## src/rtl/oc_channel.sv

```systemverilog
module oc_channel #(
  parameter int W = 16
) (
  input  logic         clk,
  input  logic         rst_n,
  input  logic [W-1:0] cnt,
  input  logic [W-1:0] cmp,
  input  logic         cnt_en,
  input  logic [1:0]   act,
  input  logic         clr_mode,
  input  logic         pwm_mode,
  input  logic         force_stb,
  input  logic         flag_clr,
  output logic         wave,
  output logic         flag,
  output logic         cnt_clr,
  output logic         force_rd
);

  logic hit, frc, fire, wave_nx;

  assign hit      = cnt_en && (cnt == cmp);
  assign frc      = force_stb && !pwm_mode;
  assign fire     = hit || frc;
  assign force_rd = 1'b0;

  always_comb begin
    case (act)
      2'b01:   wave_nx = ~wave;
      2'b10:   wave_nx = 1'b0;
      2'b11:   wave_nx = 1'b1;
      default: wave_nx = wave;
    endcase
  end

  always_ff @(posedge clk) begin
    if (!rst_n) begin
      wave    <= 1'b0;
      flag    <= 1'b0;
      cnt_clr <= 1'b0;
    end else begin
      if (fire) wave <= wave_nx;
      if (hit) flag <= 1'b1;
      else if (flag_clr) flag <= 1'b0;
      cnt_clr <= hit && clr_mode;
    end
  end

  AST_CLR_ONLY_ON_HIT: assert property (@(posedge clk) disable iff (!rst_n)
    $rose(cnt_clr) |-> $past(cnt_en && cnt == cmp && clr_mode));
  AST_FORCE_NO_FLAG: assert property (@(posedge clk) disable iff (!rst_n)
    (force_stb && !(cnt_en && cnt == cmp) && !flag) |=> !flag);
  AST_PWM_BLOCKS_FORCE: assert property (@(posedge clk) disable iff (!rst_n)
    (pwm_mode && !(cnt_en && cnt == cmp)) |=> $stable(wave));
  AST_FLAG_HOLDS: assert property (@(posedge clk) disable iff (!rst_n)
    (flag && !flag_clr) |=> flag);
  AST_FORCE_RD_ZERO: assert property (@(posedge clk) force_rd == 1'b0);
  AST_SINGLE_TOGGLE: assert property (@(posedge clk) disable iff (!rst_n)
    (act == 2'b01 && force_stb && !pwm_mode && cnt_en && cnt == cmp) |=> (wave != $past(wave)));

endmodule

```

## config.mk

```make
export PLATFORM = sky130hd
export DESIGN_NAME = oc_channel
export DESIGN_NICKNAME = d
export VERILOG_FILES = /design/src/rtl/oc_channel.sv
export SDC_FILE = /design/constraint.sdc
export NUM_CORES = 1
export LEC_CHECK = 0
export CORE_UTILIZATION = 24
export CTS_BUF_LIST = sky130_fd_sc_hd__clkbuf_4
export DETAILED_ROUTE_END_ITERATION = 8
export GPL_ROUTABILITY_DRIVEN = 1
export PLACE_DENSITY = 0.88
export SLEW_MARGIN = 15
export SYNTH_ARGS = -nofsm -noshare
export SYNTH_HDL_FRONTEND = slang
export SYNTH_SLANG_ARGS = --single-unit
```

## constraint.sdc

```tcl
create_clock -name clk -period 2 [get_ports clk]
set_input_delay 0.6 -clock clk [delete_from_list [all_inputs] [get_ports clk]]
set_output_delay 0.6 -clock clk [all_outputs]
set_load 0.01 [all_outputs]
```

Word-level counts from Yosys, hierarchy flattened
Cells that the tools add are included.
Operators by class
  eq/ne operators: 4
  muxes and demuxes: 3
  bitwise operators: 1
  reduce and logical (&&, ||, !) cells: 8
Operators with widths (count)
  == test 16 bit: 1
  == test 2 bit (second input constant): 2
  logical AND 1 bit: 3
  one-hot mux 1 bit (3 select lines): 1
  nonzero test 3 bit: 1
  == test 2 x 1 -> 1 bit (second input constant): 1
  two-way mux 1 bit: 2
  AND reduction 2 bit: 1
  nonzero test 2 bit: 1
  zero test 1 bit: 1
  logical OR 1 bit: 1
  inverter 1 bit: 1
Word-level totals
  bits in registers: 3

Longest topological paths before layout
  depth in word-level cells: 4
  depth in mapped cells: 5

Least setup slack after synthesis
Ideal clock, no wire load.
  kind: input to register
  start point: input cmp[0]
  end point: register wave
  arrival time: 1619 ps
  required time: 1914 ps
  slack: 295 ps
  cell stages on the path: 5
  cells stage by stage: xor2_1 nor4_1 nand2_1 o311a_1 a211oi_1
Between the ends
  cells in the longest elaborated chain, start to end: 4
Ends and longest elaborated chain
  start: declaration: RTL line 7  | input logic [W-1:0] cmp,
  == test 16 bit: RTL line 22  | assign hit = cnt_en && (cnt == cmp);
  logical AND 1 bit: RTL line 22
  logical OR 1 bit: RTL line 24  | assign fire = hit || frc;
  AND reduction 2 bit (no line)
  end signal: assignment: RTL line 42  | if (fire) wave <= wave_nx;
  end: declaration: RTL line 14  | output logic wave,
No other way between the ends.
A chain may end at the register's enable or synchronous reset.

Worst setup path in the final report
  start point: input cmp[14]
  end point: register wave
The elaborated chain is that of the path after synthesis.

==> flow_metrics.py <==
metrics = {
    "cts": {
        "h-tree-depth": 1,
        "cts_root_buffer": "clkbuf_4",
        "clockBufferDepth": 2,
        "clock_latency_ps": 240,
        "cts_num_sinks": 3,
        "cts_tree": "done",
        "cts_buffers": 3,
        "cts_hold_buf": 0,
        "clk_pin_slew_ps": 40,
    },
    "route": {
        "wl_um": 1330,
        "drt-wirelength-per-cell_um": 12.7,
        "drt_iter0_markers": 0,
        "ant_nets": 0,
        "drc": 0,
        "first_pass_iters": 1,
        "num_vias": 479,
        "viasPerCell": 4.56,
    },
    "floorplan": {
        "design.die.area_sq_um": 1510,
        "die_height_um": 38.9,
        "core_area_sq_um": 1190,
        "rows": 12,
        "dieWidth_um": 38.9,
        "start_util": 0.275,
        "io_pins": 45,
    },
    "run": {
        "maxCapViolations": 0,
    },
    "synth": {
        "syn_area_sq_um": 327,
        "synth_area_leaders": "xnor2_1 24%, xor2_1 21%, dfxtp_1 18%",
        "seq_area_frac_synth": 0.184,
        "ys_seq_elements": 3,
        "yosysTopAreaCell": "xnor2_1",
        "avgSynthCellArea_sq_um": 8.16,
        "synth_top_area_frac": 0.241,
        "synth_fp_nets": 81,
        "synth.distinct_cells": 19,
        "synthCells": 40,
        "yosysWarnings": 0,
    },
    "sta": {
        "drv_slew": 0,
        "setup_viol_count_final": 0,
        "hold_viol": 0,
        "worst_slack_ps": 4.30,
        "max_freq_mhz": 501,
        "fin_crit_sh": 0.998,
        "finalClockSkew_ps": 0,
        "fin_crit_ps": 2000,
        "holdWs_ps": 601,
    },
    "grt": {
        "first_global_vias": 433,
        "grt_pass1_wl_um": 1620,
        "antenna_found_initial": 0,
        "grt_usage": 0.164,
        "grt-ovfl-total": 0,
        "grt_start_max_net_pins": 4,
    },
    "power_and_ir_drop": {
        "power_density_nw_per_um2": 356,
        "vdd_ir_drop_max_mv": 0.158,
        "power_leakage_nw": 0.490,
    },
    "layout": {
        "syn_to_final_growth_pct": 180,
        "fin_nets": 133,
        "final_common_cell": "clkdlybuf4s50_1",
        "drive_gt1_frac": 0.143,
        "post-route-util": 0.770,
        "layout.cells.most_common_list": "26 x clkdlybuf4s50_1, 17 x dlymetal6s2s_1, 9 x xnor2_1",
        "antennaDiodeCount": 0,
    },
    "outcome": {
        "status": "complete, no violations",
    },
    "placement": {
        "dp.final_hpwl_um": 965,
        "portBuffers": 43,
        "dp_slack_ps": -351,
        "gp_congestion": 0.590,
    },
    "worst_setup_path": {
        "critPathCapture": "wave$_SDFFE_PN0P_",
        "ff2ff_path_depth": 4,
        "startpoint": "cmp[14]",
        "worstSetupPathType": "primary input to flop",
        "timing.rr.start": "wave$_SDFFE_PN0P_",
        "start_kind": "primary input",
        "cp_max_fo": 2,
        "rrSetupSlack_ps": 1120,
        "arrival_ps": 2150,
        "timing.rr.end": "wave$_SDFFE_PN0P_",
        "cp-end-kind": "flop",
        "crit_required_ps": 2160,
    },
    "worst_hold_path": {
        "hp-class": "flop to flop",
    },
}
==> metal layers <==
layer / up-vias / global-route usage / wire [um]
met5: - / 0 / 0
met4: 0 / 0.103 / 34
met3: 4 / 0.0173 / 91
met2: 29 / 0.375 / 849
met1: 212 / 0.113 / 356
li1: 234 / - / -
==> final cells by class <==
type / count / area [sq um]
clock buffer: 4 / 30.0
tap: 14 / 17.5
sequential: 3 / 60.1
inverter: 2 / 7.51
multi-input combinational: 34 / 288
fill: 87 / 273
timing repair buffer: 48 / 510
==> registers in the layout, indices dropped and copies added (netlist names) <==
signal,count
cnt_clr,1
flag,1
wave,1
==> critical path: stages <==
cell and delay (ps):
clkdlybuf4s50_1 410, xor2_1 170, nor4_1 210, nand2_1 140, o311a_1 410, a211oi_2 210
==> kinds of logic (layout without fill, tap and decap cells) <==
family,count (synthesis),count (layout),share of synthesized area
other,1,1,0.0115
flip-flops,3,3,0.184
AND/OR/NAND/NOR,12,12,0.203
XOR/XNOR,17,17,0.456
AO/OA/AOI/OAI,4,4,0.0996
buffers and inverters,3,54,0.0460
==> metrics by stage <==
stage	TNS, ps	instance area [sq um]	cells	power, W
3_3_place_gp	-612	782	98	0.000192
3_5_place_dp	-855	782	98	0.000197
6_report	0	913	105	0.000325
5_1_grt	-133	913	105	0.000339
4_1_cts	0	817	102	0.000326
2_1_floorplan	0	327	40	0.000102
==> cells in the mapped netlist (all sizes together) <==
| cell type | number |
|---|---|
| conb | 1 |
| nand4 | 1 |
| nand2 | 2 |
| o21a | 1 |
| o311a | 1 |
| a211oi | 1 |
| nand2b | 1 |
| nor2b | 1 |
| or2 | 1 |
| buf | 1 |
| xnor2 | 9 |
| nor2 | 1 |
| nand3 | 1 |
| and3 | 1 |
| inv | 2 |
| o31ai | 1 |
| nor4 | 3 |
| xor2 | 8 |
| dfxtp | 3 |
==> report_power, final <==
group	leakage, nW	internal, W	switching [W]
Combinational	0.447	0.0000951	0.0000451
Clock	0.0184	0.0000885	0.0000344
Sequential	0.0244	0.0000616	0.000000547
Total	0.490	0.000245	0.0000800
==> timing repair <==
action / CTS / global route
pin swaps: 4 / 13
buffers inserted: 0 / 3
gates resized for setup: 1 / 22
setup endpoints to repair: 2 / 3
==> worst min-delay path by stage <==
| stage | startpoint | end | slack (ps) | cells after the start |
|---|---|---|---|---|
| final | flag$_SDFFE_PN0P_ | flag$_SDFFE_PN0P_ | 600 | 2 |
| after global placement | flag$_SDFFE_PN0P_ | flag$_SDFFE_PN0P_ | 570 | 2 |
| after CTS | flag$_SDFFE_PN0P_ | flag$_SDFFE_PN0P_ | 610 | 2 |
| after floorplan | flag$_SDFFE_PN0P_ | flag$_SDFFE_PN0P_ | 610 | 2 |
| after global routing | flag$_SDFFE_PN0P_ | flag$_SDFFE_PN0P_ | 640 | 2 |
| after detailed placement | flag$_SDFFE_PN0P_ | flag$_SDFFE_PN0P_ | 600 | 2 |
(Power assumes the default switching activity.)
